--- src/rtl/phy_status_pkg.sv ---
package phy_status_pkg;
  localparam int REG_ADDR_W = 5;
  localparam int WORD_W     = 16;
  localparam int N_STICKY   = 7;
  localparam int N_LOWLATCH = 2;

  localparam logic [REG_ADDR_W-1:0] ADR_STATUS  = 5'h10;
  localparam logic [REG_ADDR_W-1:0] ADR_BASIC   = 5'h01;
  localparam logic [REG_ADDR_W-1:0] ADR_NEG_EXP = 5'h06;
  localparam logic [REG_ADDR_W-1:0] ADR_IRQ     = 5'h12;
  localparam logic [REG_ADDR_W-1:0] ADR_FC_CNT  = 5'h14;
  localparam logic [REG_ADDR_W-1:0] ADR_RXE_CNT = 5'h15;
  localparam logic [REG_ADDR_W-1:0] ADR_TEN_ST  = 5'h1A;

  localparam int POS_RSVD   = 15;
  localparam int POS_XOVER  = 14;
  localparam int POS_LOCK   = 9;
  localparam int POS_SIGDET = 10;

  // Sticky slot order: 0 jabber, 1 remote fault, 2 irq, 3 page,
  // 4 false carrier, 5 polarity, 6 receive error
  function automatic int sticky_pos(input int idx);
    case (idx)
      0: return 5;
      1: return 6;
      2: return 7;
      3: return 8;
      4: return 11;
      5: return 12;
      default: return 13;
    endcase
  endfunction

  function automatic logic [REG_ADDR_W-1:0] sticky_clr_addr(input int idx);
    case (idx)
      0, 1: return ADR_BASIC;
      2: return ADR_IRQ;
      3: return ADR_NEG_EXP;
      4: return ADR_FC_CNT;
      5: return ADR_TEN_ST;
      default: return ADR_RXE_CNT;
    endcase
  endfunction
endpackage

--- src/rtl/status_latch_hi.sv ---
module status_latch_hi #(
  parameter int N = 7
) (
  input  logic         clk,
  input  logic         rst,
  input  logic [N-1:0] set_evt,
  input  logic [N-1:0] clr,
  output logic [N-1:0] q
);
  genvar gi;
  generate
    for (gi = 0; gi < N; gi++) begin : g_cell
      always_ff @(posedge clk) begin
        if (rst)
          q[gi] <= 1'b0;
        else if (set_evt[gi])
          q[gi] <= 1'b1;   // set has priority over a same-cycle clear
        else if (clr[gi])
          q[gi] <= 1'b0;
      end
    end
  endgenerate
endmodule

--- src/rtl/status_latch_lo.sv ---
module status_latch_lo #(
  parameter int N = 2
) (
  input  logic         clk,
  input  logic         rst,
  input  logic [N-1:0] live,
  input  logic         rearm,
  output logic [N-1:0] q
);
  genvar gi;
  generate
    for (gi = 0; gi < N; gi++) begin : g_cell
      always_ff @(posedge clk) begin
        if (rst)
          q[gi] <= 1'b0;
        else if (rearm)
          q[gi] <= live[gi];
        else
          q[gi] <= q[gi] & live[gi];
      end
    end
  endgenerate
endmodule

--- src/rtl/status_word_pack.sv ---
module status_word_pack
  import phy_status_pkg::*;
(
  input  logic                  xover,
  input  logic [N_STICKY-1:0]   sticky,
  input  logic [N_LOWLATCH-1:0] lowl,
  output logic [WORD_W-1:0]     word
);
  always_comb begin
    word = '0;
    word[POS_RSVD]   = 1'b0;
    word[POS_XOVER]  = xover;
    word[POS_SIGDET] = lowl[1];
    word[POS_LOCK]   = lowl[0];
    for (int i = 0; i < N_STICKY; i++)
      word[sticky_pos(i)] = sticky[i];
  end
endmodule

--- src/rtl/phy_status_bank.sv ---
module phy_status_bank
  import phy_status_pkg::*;
(
  input  logic                  clk,
  input  logic                  rst,
  input  logic                  rd_stb,
  input  logic [REG_ADDR_W-1:0] rd_addr,
  output logic [WORD_W-1:0]     rd_data,
  input  logic                  mdix_swapped,
  input  logic                  rx_err_pulse,
  input  logic                  pol_inv_pulse,
  input  logic                  false_carrier_pulse,
  input  logic                  sig_det,
  input  logic                  dscr_lock,
  input  logic                  page_rcvd_pulse,
  input  logic                  irq_pulse,
  input  logic                  rem_fault_pulse,
  input  logic                  jabber_pulse
);
  logic [N_STICKY-1:0]   set_vec;
  logic [N_STICKY-1:0]   clr_vec;
  logic [N_STICKY-1:0]   sticky_q;
  logic [N_LOWLATCH-1:0] lowl_q;
  logic [WORD_W-1:0]     word;
  logic                  read_self;

  assign read_self = rd_stb && (rd_addr == ADR_STATUS);
  assign set_vec   = {rx_err_pulse, pol_inv_pulse, false_carrier_pulse,
                      page_rcvd_pulse, irq_pulse, rem_fault_pulse, jabber_pulse};

  genvar gi;
  generate
    for (gi = 0; gi < N_STICKY; gi++) begin : g_clr
      assign clr_vec[gi] = rd_stb && (rd_addr == sticky_clr_addr(gi));
    end
  endgenerate

  status_latch_hi #(.N(N_STICKY)) u_hi (
    .clk(clk), .rst(rst), .set_evt(set_vec), .clr(clr_vec), .q(sticky_q)
  );

  status_latch_lo #(.N(N_LOWLATCH)) u_lo (
    .clk(clk), .rst(rst), .live({sig_det, dscr_lock}), .rearm(read_self), .q(lowl_q)
  );

  status_word_pack u_pack (
    .xover(mdix_swapped), .sticky(sticky_q), .lowl(lowl_q), .word(word)
  );

  always_ff @(posedge clk) begin
    if (rst)
      rd_data <= '0;
    else if (read_self)
      rd_data <= word;
    else
      rd_data <= '0;
  end
endmodule

--- config.mk ---
export PLATFORM = sky130hd
export DESIGN_NAME = phy_status_bank
export DESIGN_NICKNAME = d
export VERILOG_FILES = /design/src/rtl/phy_status_pkg.sv /design/src/rtl/status_latch_hi.sv /design/src/rtl/status_latch_lo.sv /design/src/rtl/status_word_pack.sv /design/src/rtl/phy_status_bank.sv
export SDC_FILE = /design/constraint.sdc
export NUM_CORES = 1
export LEC_CHECK = 0
export ABC_AREA = 0
export BUFFER_PORTS_ARGS = -buffer_cell sky130_fd_sc_hd__buf_4
export CAP_MARGIN = 20
export CORE_MARGIN = 5
export CORE_UTILIZATION = 53
export DETAILED_ROUTE_END_ITERATION = 12
export GPL_TIMING_DRIVEN = 0
export HOLD_SLACK_MARGIN = 0.08
export PLACE_DENSITY_LB_ADDON = 0.15
export SYNTH_ARGS = -nofsm -noshare
export SYNTH_HDL_FRONTEND = slang
export SYNTH_HIERARCHICAL = 1
export SYNTH_SLANG_ARGS = --single-unit
export TNS_END_PERCENT = 50
--- constraint.sdc ---
create_clock -name clk -period 2.4 [get_ports clk]
set_input_delay 0.24 -clock clk [delete_from_list [all_inputs] [get_ports clk]]
set_output_delay 0.24 -clock clk [all_outputs]
set_load 0.05 [all_outputs]
After elaboration in Yosys (flattened, before gate mapping)
Index checks and enable logic that the tools add are counted.

word-level totals
  bits in registers = 25
  bits of input ports = 18
  output and inout bits = 16
  logic and storage cells = 51

operators by class
  eq/ne operators = 7
  muxes and demuxes = 15
  bitwise gates (word level) = 3
  reductions and logical operators = 15

operators by type and width
  kind                number
  $eq 5x5->1 const B  5
  $mux 1              15
  $reduce_bool 2->1   7
  $logic_and 1x1->1   7
  $eq 5x1->1 const B  1
  $eq 5x3->1 const B  1
  $and 1x1->1         2
  $reduce_or 2->1     1
  $not 1->1           1

Longest topological paths before layout
Gate-level depths: netlist of the first run.

  depth in word-level cells = 4
  mapped depth = 5
  gate-level depth less buffers = 4

Hierarchy
Netlist of the first run, hierarchy kept.

by module, submodules not included
  module            times used  cells each  area each (µm²)  seq. area each (µm²)
  phy_status_bank   1           50          606.8            320.3
  status_latch_hi   1           28          297.8            140.1
  status_word_pack  1           17          123.9            0.0
  status_latch_lo   1           6           62.6             40.0

Worst setup path after synthesis of the first run
OpenSTA, ideal clock, no wires.

  path type = input to register
  from = in rd_addr[2]
  to = reg u_lo.q[0]
  library setup time = 0.080 ns
  arrival = 1.011 ns
  required time = 2.320 ns
  setup slack = 1.309 ns
  stages on the path = 5
  path buffers = 1
  cell sequence = and4bb_4 > buf_6 > and2_2 > nor2_1 > nor3b_1

on the way
  word-level cells in the longest chain between the ends = 3

ends and longest elaborated chain
  what                           RTL line               text
  start, declared                phy_status_bank.sv:7   input logic [REG_ADDR_W-1:0] rd_addr,
  $eq 5x5->1                     phy_status_bank.sv:27  assign read_self = rd_stb && (rd_addr == ADR_STATUS);
  $logic_and 1x1->1              phy_status_bank.sv:27
  net read_self                  phy_status_bank.sv:25  logic read_self;
  $mux 1                         status_latch_lo.sv:16  else if (rearm)
  end signal, assigned by index  status_latch_lo.sv:17  q[gi] <= live[gi];
  end signal, assigned by index  status_latch_lo.sv:19  q[gi] <= q[gi] & live[gi];
  end, declared                  status_latch_lo.sv:8   output logic [N-1:0] q

The timed path passes the listed nets, and every way through them passes these cells.
A chain may end at the register's enable or synchronous reset.

Worst setup path after layout of the first run
  from = in rd_addr[0]
  to = reg u_lo.q[1]

The elaborated chain is that of the path after synthesis.

==> flow_metrics.env, run 1 <==
export IMPL_vdd_ir_drop_max_v=0.000290
export IMPL_area_delta_synth_final_pct=29.4
export IMPL_worstSetupPathType="in2reg"
export IMPL_io_buffers=32
export IMPL_cap_violations=0
export IMPL_cts_resized_gates=0
export IMPL_power_total_uw=696
export IMPL_dieArea_mm2=0.00307
export IMPL_cts_root_buf="clkbuf_4"
export IMPL_cts_buffers=3
export IMPL_ys_seq_area_share_pct=45.9
export IMPL_max_freq_mhz=924
export IMPL_status="finished, final reports clean"
export IMPL_syn_cell_area_mm2=0.00109
export IMPL_crit_path_max_fanout=10
export IMPL_synth_top_family_by_area="simple AND/OR/NAND/NOR gates"
export IMPL_finalClockSkew_ns=0.00577
export IMPL_dr_total_vias=759
export IMPL_nets=161
export IMPL_required_ns=2.63
export IMPL_hpwlAfterDp_um=1560
export IMPL_place_inst=165
export IMPL_postCtsHoldBufs=0
export IMPL_synthXorXnorAreaFrac_pct=0
export IMPL_crit_slowest_cell="clkbuf_1"
export IMPL_grt_pass1_wl_um=3180
export IMPL_synthMuxAreaShare_pct=0
export IMPL_clk_pin_slew_ns=0.13
export IMPL_antenna_found_initial=0
export IMPL_track_usage_pct=13.0
export IMPL_wire_per_inst_um=10.8
export IMPL_drive_gt1_share_pct=50.0
export IMPL_grt_pass1_vias=811
export IMPL_critPathLaunchType="input pin"
export IMPL_critical_path_max_stage_delay_ns=0.28
export IMPL_drtPass1Iterations=3
export IMPL_pin_count=34
export IMPL_final_hold_violation_count=0
export IMPL_place_area_mm2=0.00138
export IMPL_synth_simple_area_share_pct=35.4
export IMPL_cpLargestDelayFamily="simple AND/OR/NAND/NOR gates"
export IMPL_die_h_um=55.4
export IMPL_combPwrFrac_pct=12.6
export IMPL_clk_path_buf_depth=2
export IMPL_r2r_slack_ns=1.65
export IMPL_swShare_pct=22.2
export IMPL_cts_sinks=25
export IMPL_rows=16
export IMPL_min_period_over_period_pct=45.1
export IMPL_synth_enable_flop_cells=0
export IMPL_end_kind="flip-flop"
export IMPL_async_reset_ff_share_pct=0
export IMPL_h_tree_depth=1
export IMPL_seqPwrFrac_pct=62.3
export IMPL_diodes=0
export IMPL_clockPowerShare_pct=25.2
export IMPL_start_util_pct=55.6
export IMPL_fin_cells=169
export IMPL_synthTopCellsByArea="dfxtp_1, buf_4, nand2b_4"
export IMPL_synth_top_cell_area_share_pct=45.9
export IMPL_synth_distinct_cells=20
export IMPL_postLayoutCoreUtil_pct=71.9
export IMPL_synthCells=101
export IMPL_mostFrequentLayoutCell="buf_4"
export IMPL_p_int_uw=541
export IMPL_synthAdderAreaFrac_pct=0
export IMPL_p_sw_uw=155
export IMPL_r2r_start="u_hi/q[6]$_SDFFE_PP0P_"
export IMPL_ant_nets=0
export IMPL_hp_class="in2reg"
export IMPL_avgSynthCellArea_um2=10.8
export IMPL_p_leak_uw=0.000696
export IMPL_synth_compound_area_share_pct=3.21
export IMPL_viasPerCell=4.49
export IMPL_setup_tns_ns=0
export IMPL_cts_tree="done"
export IMPL_clkLatencyLatePin_ns=0.30
export IMPL_grt_max_degree=17
export IMPL_die_w_um=55.4
export IMPL_rsz0062_at_grt="no"
export IMPL_coreArea_mm2=0.00196
export IMPL_yosysWarningCount=6
export IMPL_postCtsSetupRepairBufs=0
export IMPL_layout_common_cells="buf_4, dfxtp_1, and4b_1"
export IMPL_crit_start="rd_addr[0]"
export IMPL_power_density_mw_per_mm2=493
export IMPL_fin_crit_ns=1.08
export IMPL_synth_flop_cell="dfxtp_1"
export IMPL_setup_violations=0
export IMPL_final_max_slew_viol_count=0
export IMPL_gp_congestion=0.751
export IMPL_crit_chain="buf_4 -> nor2_2 -> clkbuf_1 -> and2_2 -> nor2_1 -> nor3b_1"
export IMPL_grt_remaining_overflow=0
export IMPL_fin_area_mm2=0.00141
export IMPL_ys_ff_latch=25
export IMPL_path_buf_inv=2
export IMPL_num_fill_cells=165
export IMPL_hp_start="irq_pulse"
export IMPL_yosysTopAreaCell="dfxtp_1"
export IMPL_drc=0
export IMPL_drt_initial_drc_count=4
export IMPL_wl_um=1830
export IMPL_critPathArrivalTime_ns=1.31
==> cells in the mapped netlist, types with 3 or more instances <==
| master | count |
|---|---|
| nor3_1 | 3 |
| buf_4 | 16 |
| inv_1 | 7 |
| nand2b_1 | 3 |
| nor4_1 | 3 |
| nand2b_4 | 7 |
| a21oi_1 | 7 |
| and4b_1 | 9 |
| and4b_2 | 7 |
| dfxtp_1 | 25 |
==> layer usage <==
| metal | routed length, µm | global-route usage, % | vias to the layer above | share of wire [%] |
|---|---|---|---|---|
| li1 | - | - | 407 | - |
| met1 | 693 | 12.5 | 328 | 38 |
| met2 | 1010 | 25.7 | 22 | 55 |
| met3 | 101 | 3.26 | 2 | 5.5 |
| met4 | 21 | 5.21 | 0 | 1.1 |
| met5 | 0 | 0 | - | 0 |
==> final cells by class <==
type / instances / area [µm²] / area share, %
tap: 27 / 33.8 / 2.39
multi-input combinational: 55 / 444 / 31.5
buffer: 19 / 139 / 9.84
clock inverter: 1 / 5.00 / 0.355
timing repair buffer: 32 / 240 / 17.0
sequential: 25 / 500 / 35.5
clock buffer: 3 / 22.5 / 1.60
inverter: 7 / 26.3 / 1.86
==> worst register-to-register path: cells and delay by family (launching register included) <==
kind,cells,cell delay [ns]
buf+inv,1,0.12
flops,1,0.40
simple gates,1,0.18
==> stage by stage <==
stage / hold WS [ns] / setup WS, ns
2_1_floorplan: 0.309 / 1.31
3_5_place_dp: 0.492 / 0.988
3_3_place_gp: 0.474 / 1.07
6_report: 0.160 / 1.32
5_1_grt: 0.153 / 1.21
4_1_cts: 0.154 / 1.30
==> power by group through the flow <==
stage          combinational [µW]  clock, µW  sequential, µW
2_1_floorplan                51.4          0             444
3_3_place_gp                 84.7          0             442
3_5_place_dp                 88.2          0             443
4_1_cts                      88.3        182             434
5_1_grt                      98.1        197             434
6_report                     87.6        175             433
==> cells by family (layout without fill, tap and decap cells) <==
group | after synthesis | count (layout)
buffers and inverters | 26 | 62
AOI/OAI and AO/OA | 7 | 7
other | 1 | 6
DFF | 25 | 25
and+or+nand+nor | 42 | 42
==> path summary, 6_finish.rpt <==
kind                                                to  cells past startpoint
worst max-delay path              u_lo/q[1]$_SDFF_PP0_                      6
worst min-delay path            u_hi/q[2]$_SDFFE_PP0P_                      3
worst max register to register  rd_data[13]$_SDFF_PP0_                      2
worst min register to register  u_hi/q[2]$_SDFFE_PP0P_                      2
==> state kept, by name, indices dropped and copies added (netlist names) <==
register,count
u_hi/q,7
rd_data,16
u_lo/q,2
No activity file was read; power rests on OpenSTA's default activity.
==> inputs of run 2 (changes only) <==
--- a/config.mk
+++ b/config.mk
@@ -9,7 +9,7 @@
 export BUFFER_PORTS_ARGS = -buffer_cell sky130_fd_sc_hd__buf_4
 export CAP_MARGIN = 20
 export CORE_MARGIN = 5
-export CORE_UTILIZATION = 53
+export CORE_UTILIZATION = 50
 export DETAILED_ROUTE_END_ITERATION = 12
 export GPL_TIMING_DRIVEN = 0
 export HOLD_SLACK_MARGIN = 0.08
==> constraint.sdc (replaced) <==
create_clock -name clk -period 1.1 [get_ports clk]
set_input_delay 0.11 -clock clk [delete_from_list [all_inputs] [get_ports clk]]
set_output_delay 0.11 -clock clk [all_outputs]
set_load 0.05 [all_outputs]
==> run 2 against run 1 <==
Against the previous run: utilization is 0.94 points lower; clock power is 130% higher; routed wire length is 8.8% higher; clock skew is 0.0046 ns lower; global-route usage is 0.86 points higher; largest power group unchanged.
==> flow_metrics.env, run 2 (synthesized netlist as in run 1, its figures left out) <==
export IMPL_rows=17
export IMPL_worstSetupPathType="in2reg"
export IMPL_wl_um=1990
export IMPL_top_register="rd_data"
export IMPL_p_int_uw=1210
export IMPL_pin_count=34
export IMPL_wire_per_inst_um=11.0
export IMPL_vdd_ir_drop_max_v=0.000799
export IMPL_multiInputGateArea_um2=444
export IMPL_status="finished, final reports clean"
export IMPL_postCtsHoldBufs=11
export IMPL_critPathLaunchType="input pin"
export IMPL_cts_tree="done"
export IMPL_drc=0
export IMPL_nets=172
export IMPL_cts_resized_gates=0
export IMPL_power_total_uw=1570
export IMPL_cts_root_buf="clkbuf_4"
export IMPL_cts_buffers=3
export IMPL_drtPass1Iterations=4
export IMPL_final_max_slew_viol_count=0
export IMPL_die_w_um=56.7
export IMPL_coreArea_mm2=0.00215
export IMPL_postCtsSetupRepairBufs=0
export IMPL_grt_pass1_vias=836
export IMPL_seq_area_um2=500
export IMPL_io_buffers=32
export IMPL_cts_sinks=25
export IMPL_setup_violations=0
export IMPL_final_hold_violation_count=0
export IMPL_dr_total_vias=810
export IMPL_clockPowerShare_pct=25.5
export IMPL_gp_congestion=0.798
export IMPL_setup_tns_ns=0
export IMPL_swShare_pct=23.0
export IMPL_cap_violations=0
export IMPL_top_regs="rd_data: 16 flops, u_hi/q: 7 flops, u_lo/q: 2 flops"
export IMPL_largest_reg_flops=16
export IMPL_area_delta_synth_final_pct=39.8
export IMPL_diodes=0
export IMPL_viasPerCell=4.48
export IMPL_seqPwrFrac_pct=60.2
export IMPL_combPwrFrac_pct=14.3
export IMPL_dieArea_mm2=0.00322
export IMPL_p_sw_uw=362
export IMPL_h_tree_depth=1
export IMPL_num_fill_cells=179
export IMPL_crit_path_max_fanout=10
export IMPL_antenna_found_initial=0
export IMPL_hpwlAfterDp_um=1510
export IMPL_drive_gt1_share_pct=46.4
export IMPL_ant_nets=0
export IMPL_track_usage_pct=13.9
export IMPL_p_leak_uw=0.000738
export IMPL_rsz0062_at_grt="no"
export IMPL_grt_pass1_wl_um=3510
export IMPL_clk_pin_slew_ns=0.13
export IMPL_end_kind="flip-flop"
export IMPL_min_period_over_period_pct=87.0
export IMPL_max_freq_mhz=1040
export IMPL_hp_class="in2reg"
export IMPL_finalClockSkew_ns=0.00121
export IMPL_clkLatencyLatePin_ns=0.30
export IMPL_clk_path_buf_depth=2
export IMPL_grt_remaining_overflow=0
export IMPL_grt_max_degree=16
export IMPL_required_ns=1.34
export IMPL_layout_common_cells="buf_4, dfxtp_1, dlygate4sd3_1"
export IMPL_critPathArrivalTime_ns=1.20
export IMPL_power_density_mw_per_mm2=1030
export IMPL_start_util_pct=50.8
export IMPL_fin_crit_ns=0.957
export IMPL_drt_initial_drc_count=5
export IMPL_die_h_um=56.7
export IMPL_mostFrequentLayoutCell="buf_4"
[run 2: cell types whose count changed in the layout (fill, tap and decap cells not counted)]
cell           delta
clkinv_2          -1
clkinvlp_4        +1
dlygate4sd3_1    +11
[run 2: final timing paths]
kind              slack, ns                      to                    from  depth (start not counted)
hold reg to reg        0.51  u_hi/q[4]$_SDFFE_PP0P_  u_hi/q[4]$_SDFFE_PP0P_                          2
setup / recovery       0.14    u_lo/q[0]$_SDFF_PP0_              rd_addr[0]                          6
hold / removal         0.19  rd_data[14]$_SDFF_PP0_                     rst                          2
setup reg to reg       0.36  rd_data[12]$_SDFF_PP0_  u_hi/q[5]$_SDFFE_PP0P_                          2
[run 2: power groups by stage]
stage	clock network [µW]	logic [µW]	registers [µW]
2_1_floorplan	0	112	968
3_3_place_gp	0	186	964
3_5_place_dp	0	191	966
4_1_cts	426	223	946
5_1_grt	459	248	948
6_report	400	224	946
[run 2: cell type report]
type                       count  area share, %
clock inverter                 1          0.492
timing repair buffer          43           23.0
multi-input combinational     55           29.1
tap                           28           2.30
sequential                    25           32.8
clock buffer                   3           1.48
buffer                        19           9.11
inverter                       7           1.72
[run 2: worst max-delay path: stages]
cell,delay [ns]
buf_4,0.13
nor2_2,0.24
clkbuf_1,0.31
and2_2,0.22
nor2_1,0.04
nor3b_1,0.15
[run 2: per-stage QoR]
step | util [%] | area [µm²] | hold WS [ns] | std cells | worst slack [ns]
global route | 71.0 | 1530 | 0.176 | 181 | 0.0162
floorplan | - | 1110 | 0.179 | 106 | 0.139
finish | 71.0 | 1530 | 0.195 | 181 | 0.143
CTS | 71.0 | 1530 | 0.172 | 181 | 0.123
global placement | 64.5 | 1390 | 0.344 | 166 | -0.135
detailed placement | 64.5 | 1390 | 0.356 | 166 | -0.170
[run 2: layer usage]
layer | GRT usage [%] | wire length (µm) | vias up
li1 | - | - | 430
met1 | 14.4 | 823 | 359
met2 | 26.2 | 1060 | 21
met3 | 3.45 | 107 | 0
met4 | 5.08 | 0 | 0
met5 | 0 | 0 | -
